**config.mk**
```make
export PLATFORM = sky130hd
export DESIGN_NAME = dma_trig_select
export DESIGN_NICKNAME = d
export VERILOG_FILES = /design/src/rtl/dma_trig_pkg.sv /design/src/rtl/dma_src_mux.sv /design/src/rtl/dma_trig_ctrl.sv /design/src/rtl/dma_trig_select.sv
export SDC_FILE = /design/constraint.sdc
export NUM_CORES = 1
export LEC_CHECK = 0
export ABC_AREA = 1
export BUFFER_PORTS_ARGS = -buffer_cell sky130_fd_sc_hd__buf_2
export CORE_MARGIN = 1.5
export CORE_UTILIZATION = 40
export DETAILED_ROUTE_END_ITERATION = 7
export GPL_TIMING_DRIVEN = 0
export PLACE_DENSITY = 0.73
export RECOVER_POWER = 50
export SLEW_MARGIN = 0
export SYNTH_ARGS = -nofsm -noshare
export SYNTH_HDL_FRONTEND = slang
export SYNTH_SLANG_ARGS = --single-unit
```
**constraint.sdc**
```tcl
create_clock -name clk -period 1.9 [get_ports clk]
set_input_delay 0.095 -clock clk [delete_from_list [all_inputs] [get_ports clk]]
set_output_delay 0.095 -clock clk [all_outputs]
set_load 0.05 [all_outputs]
```
**src/rtl/dma_trig_pkg.sv**
```systemverilog
package dma_trig_pkg;

    localparam logic [2:0] XFER_WORD_A = 3'b001;
    localparam logic [2:0] XFER_WORD_B = 3'b101;

    // Word-transfer modes are the only ones that allow the fast handshake
    function automatic logic is_word_mode(input logic [2:0] mode);
        return (mode == XFER_WORD_A) || (mode == XFER_WORD_B);
    endfunction

endpackage

```
**src/rtl/dma_src_mux.sv**
```systemverilog
module dma_src_mux #(
    parameter int          N_EXT     = 4,
    parameter int          N_CHAN    = 6,
    parameter int          N_PERIPH  = 13,
    parameter int          SRC_W     = 5,
    parameter logic [31:0] FAST_MASK = 32'h003C_0000
) (
    input  logic [N_EXT-1:0]    ext_req,
    input  logic [N_CHAN-1:0]   chan_done,
    input  logic [N_PERIPH-1:0] periph_req,
    input  logic [SRC_W-1:0]    src_sel,
    output logic                sel_line,
    output logic                fast_cap
);
    localparam int N_SRC  = N_EXT + N_CHAN + N_PERIPH;
    localparam int N_CODE = 1 << SRC_W;

    logic [N_SRC-1:0]  flat_lines;
    logic [N_CODE-1:0] line_vec;
    logic [N_CODE-1:0] cap_vec;

    assign flat_lines = {periph_req, chan_done, ext_req};

    // Codes beyond the last real source are reserved and tie to zero
    for (genvar i = 0; i < N_CODE; i++) begin : g_code
        if (i < N_SRC) begin : g_used
            assign line_vec[i] = flat_lines[i];
            assign cap_vec[i]  = FAST_MASK[i];
        end else begin : g_rsvd
            assign line_vec[i] = 1'b0;
            assign cap_vec[i]  = 1'b0;
        end
    end

    assign sel_line = line_vec[src_sel];
    assign fast_cap = cap_vec[src_sel];

endmodule

```
**src/rtl/dma_trig_ctrl.sv**
```systemverilog
module dma_trig_ctrl
    import dma_trig_pkg::*;
#(
    parameter int SRC_W      = 5,
    parameter int FAST_DEPTH = 3
) (
    input  logic             clk,
    input  logic             rst_n,
    input  logic [SRC_W-1:0] src_sel,
    input  logic             sel_line,
    input  logic             fast_cap,
    input  logic [2:0]       xfer_mode,
    input  logic             grant,
    output logic             trig,
    output logic             fast_rdy
);
    localparam int CNT_W = $clog2(FAST_DEPTH + 1);

    typedef struct packed {
        logic [SRC_W-1:0] src;
        logic             prev;
        logic [CNT_W-1:0] cnt;
        logic             rdy;
    } ctrl_t;

    ctrl_t            st_q, st_d;
    logic             fast_mode;
    logic             src_same;
    logic             edge_hit;
    logic [CNT_W-1:0] cnt_lim;

    always_comb begin
        fast_mode = fast_cap && is_word_mode(xfer_mode);
        src_same  = (src_sel == st_q.src);
        edge_hit  = src_same && sel_line && !st_q.prev;
        cnt_lim   = fast_mode ? CNT_W'(FAST_DEPTH) : CNT_W'(1);

        st_d      = st_q;
        st_d.src  = src_sel;
        st_d.prev = sel_line;
        if (grant && (st_q.cnt != '0))
            st_d.cnt = st_q.cnt - 1'b1;
        if (edge_hit && (st_d.cnt < cnt_lim))
            st_d.cnt = st_d.cnt + 1'b1;
        st_d.rdy = fast_mode &&
                   (grant || (!edge_hit && (st_q.rdy || (st_q.cnt == '0))));
    end

    always_ff @(posedge clk or negedge rst_n) begin
        if (!rst_n) st_q <= '0;
        else        st_q <= st_d;
    end

    assign trig     = (st_q.cnt != '0);
    assign fast_rdy = st_q.rdy;

    AST_HOLD_TILL_GRANT: assert property (@(posedge clk) disable iff (!rst_n)
        (trig && !grant) |=> trig);
    AST_RDY_ONLY_FAST: assert property (@(posedge clk) disable iff (!rst_n)
        !fast_mode |=> !fast_rdy);
    AST_PULSE_DROPS_RDY: assert property (@(posedge clk) disable iff (!rst_n)
        (fast_mode && edge_hit && !grant) |=> !fast_rdy);
    AST_GRANT_RAISES_RDY: assert property (@(posedge clk) disable iff (!rst_n)
        (fast_mode && grant) |=> fast_rdy);
    AST_DEPTH_BOUND: assert property (@(posedge clk) disable iff (!rst_n)
        st_q.cnt <= CNT_W'(FAST_DEPTH));

endmodule

```
**src/rtl/dma_trig_select.sv**
```systemverilog
module dma_trig_select #(
    parameter int          N_EXT      = 4,
    parameter int          N_CHAN     = 6,
    parameter int          N_PERIPH   = 13,
    parameter int          SRC_W      = 5,
    parameter int          FAST_DEPTH = 3,
    parameter logic [31:0] FAST_MASK  = 32'h003C_0000
) (
    input  logic                clk,
    input  logic                rst_n,
    input  logic [SRC_W-1:0]    src_sel,
    input  logic [2:0]          xfer_mode,
    input  logic [N_EXT-1:0]    ext_req,
    input  logic [N_CHAN-1:0]   chan_done,
    input  logic [N_PERIPH-1:0] periph_req,
    input  logic                grant,
    output logic                trig,
    output logic                fast_rdy
);
    localparam int N_SRC = N_EXT + N_CHAN + N_PERIPH;

    logic sel_line;
    logic fast_cap;

    dma_src_mux #(
        .N_EXT    (N_EXT),
        .N_CHAN   (N_CHAN),
        .N_PERIPH (N_PERIPH),
        .SRC_W    (SRC_W),
        .FAST_MASK(FAST_MASK)
    ) u_mux (
        .ext_req   (ext_req),
        .chan_done (chan_done),
        .periph_req(periph_req),
        .src_sel   (src_sel),
        .sel_line  (sel_line),
        .fast_cap  (fast_cap)
    );

    dma_trig_ctrl #(
        .SRC_W     (SRC_W),
        .FAST_DEPTH(FAST_DEPTH)
    ) u_ctrl (
        .clk      (clk),
        .rst_n    (rst_n),
        .src_sel  (src_sel),
        .sel_line (sel_line),
        .fast_cap (fast_cap),
        .xfer_mode(xfer_mode),
        .grant    (grant),
        .trig     (trig),
        .fast_rdy (fast_rdy)
    );

    AST_RISE_NEEDS_LINE: assert property (@(posedge clk) disable iff (!rst_n)
        $rose(trig) |-> $past(sel_line));
    AST_RESERVED_QUIET: assert property (@(posedge clk) disable iff (!rst_n)
        ((int'(src_sel) >= N_SRC) && !trig) |=> !trig);

endmodule

```
==> impl_metrics.toml, run 1 <==
[status]
status = "finished, final reports clean"

[finish]
finalNetCount = 190
diodes = 0
area_growth_pct = 35.2
fin_cells = 178
num-fill-cells = 183
drive_above_1_share = 0.359

[clock_tree]
cts_tree = "yes"
h-tree-depth = 1
path_clk_slew_ps = 60
clock_sinks = 9
cts_buffers = 3
cts_hold_buf = 2
cts_buffer_depth = 2
cts_setup_buffers = 0
worstSkewPairLatency_ps = 250
cts-resized-gates = 0
root_buffer = "clkbuf_4"

[global_routing]
track_usage = 0.177
grt_first_pass_wirelength_microns = 2680
grt-ovfl-total = 0
grt_pass1_vias = 705
antenna_found_initial = 0
grt_max_degree = 11

[setup_path]
cp-start-kind = "input pin"
rr_worst_depth = 11
path_cells = "dlygate4sd3_1 -> buf_2 -> inv_1 -> nor2_1 -> nand4_1 -> ha_1 -> a21o_1 -> nand3b_1 -> nand2_1 -> nand2_1"
r2r_start = "u_ctrl.st_q[1]"
critPathBufInv = 3
cp_common_cell = "nand2_1"
crit_type = "input pin to flip-flop"
startpoint = "src_sel[4]"
crit_path_end_kind = "flip-flop"
worstPathMaxFanout = 4
crit_required_ps = 2040
arrival_ps = 1900
crit_slowest_cell = "dlygate4sd3_1"
crit_family = "buffers and inverters"
slowest_delay_ps = 520
cp.depth = 10

[timing]
rsz0062_at_grt = "no"
worst_slack_ps = 148
hold_slack_ps = 62.2
min_period_ps = 1750
maxSlewViolCount = 0
hold_viol_final = 0
setup_viol = 0
relSlewSlack = 0.695
fin_skew_ps = 2.05
min_period_over_period = 0.922
worst-slew-pin-transition_ps = 457
tns_ps = 0
fmax_mhz = 571

[detailed_routing]
via_per_inst = 4.46
wl_microns = 1600
drt-wirelength-per-cell_microns = 8.97
drtPass1Iterations = 4
drtIter0Drc = 8
drc = 0
vias = 794
ant_nets = 0

[logic_synthesis]
yosysWarnings = 0
syn-cell-area_sq_um = 751
synth.net_count = 149
synth_seq_cells = 9
seq_area_frac_synth = 0.300
synth_cell_types = 20
syn_inst = 113
avgSynthCellArea_sq_um = 6.64

[placed_design]
placedCellCount = 172
port_buffers = 34
hpwl_microns = 1390
dpl_worst_slack_ps = 143
gp_congestion = 0.818

[floorplanning]
ios = 36
row_count = 15
core-area_sq_um = 1750
initial_core_util = 0.430
die_w_microns = 46.3
die-area_sq_um = 2150
chipHeight_microns = 46.3

[power_and_ir_drop]
p_leak_nw = 0.553
power.total_mw = 0.841
power_density_nw_per_um2 = 829
ir_worst_vdd_uv = 576

[min_path]
holdPathStages = 1
hp-class = "input pin to flip-flop"
hold_start = "src_sel[0]"

[job]
drv_cap = 0
==> state kept, by name, indices dropped and copies added, names as in the netlist <==
signal / count
u_ctrl.fast_rdy: 1
u_ctrl.st_q: 8
==> worst reg2reg max path, cell delays in order, from the launching register on <==
cell,delay (ps)
dfrtp_1,380
inv_2,80
ha_4,140
clkinvlp_4,80
nand2_2,100
nand2_1,70
o21ai_2,90
ha_1,260
a21o_1,170
nand3b_1,170
nand2_1,70
nand2_1,50
==> final cells by class <==
cell class	count	area (sq um)	share of cell area
Tap cell	25	31.3	0.0308
Timing Repair Buffer	36	184	0.181
Inverter	16	63.8	0.0629
Clock buffer	4	26.3	0.0259
Buffer	2	22.5	0.0222
Sequential cell	9	225	0.222
Multi-Input combinational cell	86	462	0.455
==> synth_stat cells (all sizes together) <==
cell / n / area, sq um
xor2: 2 / 17.5
nor4: 1 / 21.3
a21o: 1 / 7.51
o21ai: 3 / 15.0
nor2: 13 / 53.8
nand3b: 1 / 7.51
buf: 2 / 22.5
or2: 1 / 6.26
nand3: 13 / 75.1
nand2: 44 / 175
inv: 16 / 60.1
a21oi: 1 / 8.76
xnor2: 2 / 17.5
ha: 2 / 25.0
dfrtp: 9 / 225
nand4: 2 / 12.5
==> placed cells by master (no fill, tap or decap) <==
master	instances
nand2_1	39
buf_2	29
nor2_1	11
nand3_1	11
inv_1	9
dfrtp_1	9
inv_2	6
clkbuf_1	6
nand2_2	5
clkbuf_4	3
buf_6	2
nor2_2	2
nand3_2	2
o21ai_0	2
nand4_1	2
xor2_1	2
xnor2_1	2
dlygate4sd3_1	2
clkinvlp_4	1
o21ai_2	1
a21o_1	1
nor4_4	1
nand3b_1	1
or2_2	1
a21oi_2	1
ha_4	1
ha_1	1
==> power breakdown <==
part / switching [mW] / total [mW] / internal [mW]
Clock: 0.0589 / 0.139 / 0.0804
Combinational: 0.272 / 0.463 / 0.192
Sequential: 0.0157 / 0.238 / 0.223
==> per-stage QoR <==
stage                     area, sq um  utilization
final                            1010        0.581
after detailed placement          975        0.558
after global placement            975        0.558
after floorplan                   773            -
after global routing             1010        0.581
after CTS                        1020        0.585
==> cells by family (layout without fill, tap and decap cells) <==
kind of cell               count (synthesis)  count (layout)  share of synthesized area
DFF                                        9               9                      0.300
buffers and inverters                     18              58                      0.110
AOI/OAI and AO/OA                          5               5                     0.0417
and+or+nand+nor                           75              75                      0.468
xor gates and xnor gates                   4               4                     0.0467
adders and majority gates                  2               2                     0.0333
==> final timing paths <==
kind / end / slack (ps)
hold reg to reg: u_ctrl.fast_rdy / 630
setup reg to reg: u_ctrl.st_q[1] / 150
min in group asynchronous: u_ctrl.fast_rdy / 300
max in group asynchronous: u_ctrl.st_q[6] / 1280
setup / recovery: u_ctrl.st_q[1] / 150
hold / removal: u_ctrl.st_q[4] / 60
==> per-layer routing <==
layer | routed length (microns) | vias up | GRT usage
met5 | 0 | - | 0
met3 | 82 | 2 | 0.0275
met4 | 12 | 0 | 0.0686
li1 | - | 429 | -
met2 | 748 | 29 | 0.297
met1 | 753 | 334 | 0.223
Power figures use the tool's default switching activity.
==> run 2, diff against run 1 <==
--- a/config.mk
+++ b/config.mk
@@ -6,12 +6,12 @@
 export NUM_CORES = 1
 export LEC_CHECK = 0
 export ABC_AREA = 1
-export BUFFER_PORTS_ARGS = -buffer_cell sky130_fd_sc_hd__buf_2
 export CORE_MARGIN = 1.5
-export CORE_UTILIZATION = 40
+export CORE_UTILIZATION = 54
 export DETAILED_ROUTE_END_ITERATION = 7
+export DONT_BUFFER_PORTS = 1
 export GPL_TIMING_DRIVEN = 0
-export PLACE_DENSITY = 0.73
+export PLACE_DENSITY = 0.72
 export RECOVER_POWER = 50
 export SLEW_MARGIN = 0
 export SYNTH_ARGS = -nofsm -noshare
==> impl_metrics.toml, run 2 (synthesis gave the netlist of run 1 again) <==
[finish]
final_cell_mix = "nand2_1 (38), nor2_1 (11), nand3_1 (11)"
largest_register_ffs = 8
drive_above_1_share = 0.252
area_growth_pct = 26.0
diodes = 0
final_common_cell = "nand2_1"
fin_cells = 142
fin_area_sq_um = 946
finalNetCount = 164
largest_register = "u_ctrl.st_q"

[timing]
relSlewSlack = 0.683
worst_slack_ps = -148
rsz0062_at_grt = "yes"
maxSlewViolCount = 0
fin_skew_ps = 0.424
min_period_ps = 2050
setup_viol = 2
fmax_mhz = 488
min_period_over_period = 1.08
hold_viol_final = 0
worst-slew-pin-transition_ps = 476

[global_routing]
grt_pass1_vias = 625
grt_max_degree = 11
grt-ovfl-total = 0
antenna_found_initial = 0
grt_first_pass_wirelength_microns = 2380
track_usage = 0.222

[clock_tree]
cts_buffers = 3
worstSkewPairLatency_ps = 260
root_buffer = "clkbuf_4"
cts_tree = "yes"
clock_sinks = 9
cts_buffer_depth = 2
h-tree-depth = 1
path_clk_slew_ps = 60

[setup_path]
slowest_delay_ps = 400
crit_slowest_cell = "dfrtp_1"
worstPathMaxFanout = 3
path_cells = "inv_2 -> ha_4 -> clkinvlp_4 -> nand2_4 -> nand2_2 -> o21ai_4 -> ha_4 -> a21o_1 -> buf_4 -> nor2_2 -> nand2_1 -> nand2_1"
arrival_ps = 2250
cp-start-kind = "flip-flop"
crit_type = "flip-flop to flip-flop"
crit_path_end_kind = "flip-flop"
startpoint = "u_ctrl.st_q[2]"
crit_required_ps = 2100
r2r_start = "u_ctrl.st_q[2]"

[placed_design]
port_buffers = 0
gp_congestion = 0.774
dpl_worst_slack_ps = -141
placedCellCount = 128
hpwl_microns = 1220
placed_cell_area_sq_um = 792

[min_path]
hp-class = "input pin to flip-flop"
hold_start = "src_sel[3]"

[detailed_routing]
drc = 0
wl_microns = 1670
drt-wirelength-per-cell_microns = 11.8
drtPass1Iterations = 4
vias = 719
via_per_inst = 5.06
drtIter0Drc = 11
ant_nets = 0

[floorplanning]
ios = 36
initial_core_util = 0.577
core-area_sq_um = 1300
die-area_sq_um = 1620
die_w_microns = 40.3
chipHeight_microns = 40.3
row_count = 13

[power_and_ir_drop]
switching_power_mw = 0.395
power_density_nw_per_um2 = 1010
p_comb_frac = 0.592
power_frac_seq = 0.254
ir_worst_vdd_uv = 715
pwr-share-clk = 0.154
p_leak_nw = 0.474
swShare = 0.412
internal-power_mw = 0.563

[status]
status = "complete, but fails checks"
violations = "setup timing"

[job]
drv_cap = 0
[run 2: stage by stage]
step,setup TNS [ps],power [mW],utilization,hold WS [ps]
6_report,-286,0.958,0.727,96.1
2_1_floorplan,-63.2,0.604,-,-201
5_1_grt,-499,1.04,0.727,109
3_5_place_dp,-273,0.650,0.609,-200
4_1_cts,-259,0.864,0.700,47.2
3_3_place_gp,-209,0.637,0.609,-200
[run 2: area by class of cell]
type,instances,area (sq um)
plain buffers,2,22.5
fillers,116,355
multi-input cells,86,497
inverters,16,63.8
clock buffers,4,26.3
repair buffers,10,92.6
well taps,15,18.8
flip-flops and latches,9,225
[run 2: power by group through the flow]
stage | clock network [mW] | logic (mW) | registers [mW]
5_1_grt | 0.166 | 0.624 | 0.247
3_3_place_gp | 0 | 0.394 | 0.243
6_report | 0.147 | 0.567 | 0.244
3_5_place_dp | 0 | 0.407 | 0.243
4_1_cts | 0.153 | 0.470 | 0.241
2_1_floorplan | 0 | 0.362 | 0.242
[run 2: layer usage]
metal  GRT usage  wire length, microns
met1       0.299                   801
met2       0.367                   793
met3      0.0222                    79
met4      0.0750                     0
met5           0                     0
[run 2: what timing repair did]
item	in CTS	in global routing
pin swaps	4	1
hold buffers	7	0
endpoints found under the hold margin	15	0
setup endpoints to repair	2	2
resized for setup	3	2
buffers inserted	1	2
[run 2: worst paths after layout]
| path | to | slack [ps] | depth (start not counted) |
|---|---|---|---|
| hold / removal | u_ctrl.st_q[3] | 100 | 3 |
| setup / recovery | u_ctrl.st_q[2] | -150 | 12 |
| hold reg to reg | u_ctrl.st_q[2] | 680 | 4 |
| max in group asynchronous | u_ctrl.st_q[2] | 1420 | 1 |
| min in group asynchronous | u_ctrl.st_q[4] | 200 | 1 |
| setup reg to reg | u_ctrl.st_q[2] | -150 | 12 |
[run 2: critical path, delay by kind of cell (launching register included)]
kind | cells | cell delay (ps)
compound gates | 2 | 240
fa+ha+maj | 2 | 360
buf+inv | 3 | 470
flops | 1 | 400
simple gates | 5 | 490
==> run 3, diff against run 2 <==
--- a/config.mk
+++ b/config.mk
@@ -7,11 +7,12 @@
 export LEC_CHECK = 0
 export ABC_AREA = 1
 export CORE_MARGIN = 1.5
-export CORE_UTILIZATION = 54
+export CORE_UTILIZATION = 55
+export CTS_BUF_LIST = sky130_fd_sc_hd__clkbuf_8
 export DETAILED_ROUTE_END_ITERATION = 7
 export DONT_BUFFER_PORTS = 1
 export GPL_TIMING_DRIVEN = 0
-export PLACE_DENSITY = 0.72
+export PLACE_DENSITY = 0.74
 export RECOVER_POWER = 50
 export SLEW_MARGIN = 0
 export SYNTH_ARGS = -nofsm -noshare
==> impl_metrics.toml, run 3 (synthesis gave the netlist of run 1 again) <==
[clock_tree]
path_clk_slew_ps = 40
cts_tree = "yes"
clock_sinks = 9
root_buffer = "clkbuf_8"
cts_buffer_depth = 2
cts_buffers = 3
worstSkewPairLatency_ps = 230
h-tree-depth = 1

[finish]
multi_input_area_sq_um = 477
diodes = 0
num-fill-cells = 106
area_growth_pct = 26.8
final_cell_mix = "nand2_1 (38), nor2_1 (11), nand3_1 (11)"
largest_register = "u_ctrl.st_q"
regArea_sq_um = 225
fin_cells = 143
drive_above_1_share = 0.250
largest_register_ffs = 8
finalNetCount = 165
final_common_cell = "nand2_1"
fin_util = 0.741

[timing]
tns_ps = -132
hold_slack_ps = 82.8
fin_skew_ps = 0.913
setup_viol = 2
relSlewSlack = 0.690
min_period_ps = 1970
worst_slack_ps = -67.1
fmax_mhz = 508
worst-slew-pin-transition_ps = 464
rsz0062_at_grt = "yes"
hold_viol_final = 0
maxSlewViolCount = 0
min_period_over_period = 1.04

[global_routing]
track_usage = 0.260
grt_first_pass_wirelength_microns = 2590
grt-ovfl-total = 0
grt_max_degree = 11
grt_pass1_vias = 622
antenna_found_initial = 0

[power_and_ir_drop]
internal-power_mw = 0.604
power.total_mw = 0.982
power_density_nw_per_um2 = 1030
ir_worst_vdd_uv = 490
switching_power_mw = 0.378
swShare = 0.385
pwr-share-clk = 0.224
power_frac_seq = 0.247
p_comb_frac = 0.529
p_leak_nw = 0.489

[setup_path]
cp_common_cell = "nand2_1"
critPathBufInv = 2
path_cells = "inv_2 -> ha_4 -> clkinvlp_4 -> nand2_4 -> nand2_2 -> o21ai_2 -> ha_1 -> a21o_1 -> nand3b_1 -> nand2_1 -> nand2_1"
worstPathMaxFanout = 3
cp.depth = 11
cp-start-kind = "flip-flop"
crit_path_end_kind = "flip-flop"
crit_type = "flip-flop to flip-flop"
arrival_ps = 2090
rr_worst_depth = 11
crit_family = "simple AND/OR/NAND/NOR gates"
crit_required_ps = 2030
crit_slowest_cell = "dfrtp_1"
slowest_delay_ps = 390

[job]
drv_cap = 0

[detailed_routing]
via_per_inst = 5.15
drtIter0Drc = 11
wl_microns = 1740
ant_nets = 0
vias = 736
drtPass1Iterations = 4
drc = 0
drt-wirelength-per-cell_microns = 12.1

[status]
violations = "setup timing"
status = "complete, but fails checks"

[floorplanning]
die_w_microns = 39.9
chipHeight_microns = 39.9
ios = 36
row_count = 13
die-area_sq_um = 1600
core-area_sq_um = 1280
initial_core_util = 0.584

[placed_design]
port_buffers = 0
hpwl_microns = 1270
placedCellCount = 128
gp_congestion = 0.744

[min_path]
holdPathStages = 2
hp-class = "input pin to flip-flop"
run 3: metrics by stage:
step                      setup slack (ps)  instance area [sq um]
after global routing                  -194                    952
after CTS                            -66.7                    945
after detailed placement              -126                    792
after floorplan                      -32.8                    773
final                                -67.1                    952
after global placement                -105                    792
run 3: worst paths after layout:
path | from | end | slack (ps)
setup / recovery | u_ctrl.st_q[2] | u_ctrl.st_q[1] | -70
hold / removal | xfer_mode[0] | u_ctrl.fast_rdy | 80
setup reg to reg | u_ctrl.st_q[2] | u_ctrl.st_q[1] | -70
hold reg to reg | u_ctrl.st_q[3] | u_ctrl.st_q[2] | 670
max in group asynchronous | rst_n | u_ctrl.st_q[4] | 1390
min in group asynchronous | rst_n | u_ctrl.st_q[8] | 230
run 3: area by class of cell:
class	count	area share
buffer	2	0.0237
clock buffer	3	0.0434
clock inverter	1	0.00394
inverter	16	0.0670
multi-input combinational	86	0.501
sequential	9	0.237
tap	15	0.0197
timing repair buffer	11	0.105
run 3: worst reg2reg max path, stage by stage, from the launching register on:
cell        delay [ps]
dfrtp_1            390
inv_2               70
ha_4               130
clkinvlp_4         260
nand2_4            170
nand2_2             60
o21ai_2             70
ha_1               250
a21o_1             170
nand3b_1           170
nand2_1             70
nand2_1             50
run 3: power groups by stage:
stage / sequential (mW) / combinational [mW] / clock (mW)
CTS: 0.242 / 0.502 / 0.227
detailed placement: 0.244 / 0.403 / 0
global route: 0.247 / 0.578 / 0.237
global placement: 0.243 / 0.394 / 0
floorplan: 0.242 / 0.362 / 0
finish: 0.243 / 0.519 / 0.220
run 3: timing repair:
| item | in CTS | in global routing |
|---|---|---|
| buffers inserted | 3 | 1 |
| hold endpoints to repair | 15 | 0 |
| gates resized for setup | 3 | 0 |
| hold buffers | 7 | 0 |
| setup endpoints to repair | 2 | 2 |
| pin swaps | 4 | 0 |
run 3: routing by layer:
layer,track usage,vias up,part of all wire
li1,-,377,-
met5,0,-,0
met2,0.415,31,0.47
met4,0.129,0,0.013
met1,0.317,326,0.45
met3,0.0722,2,0.071
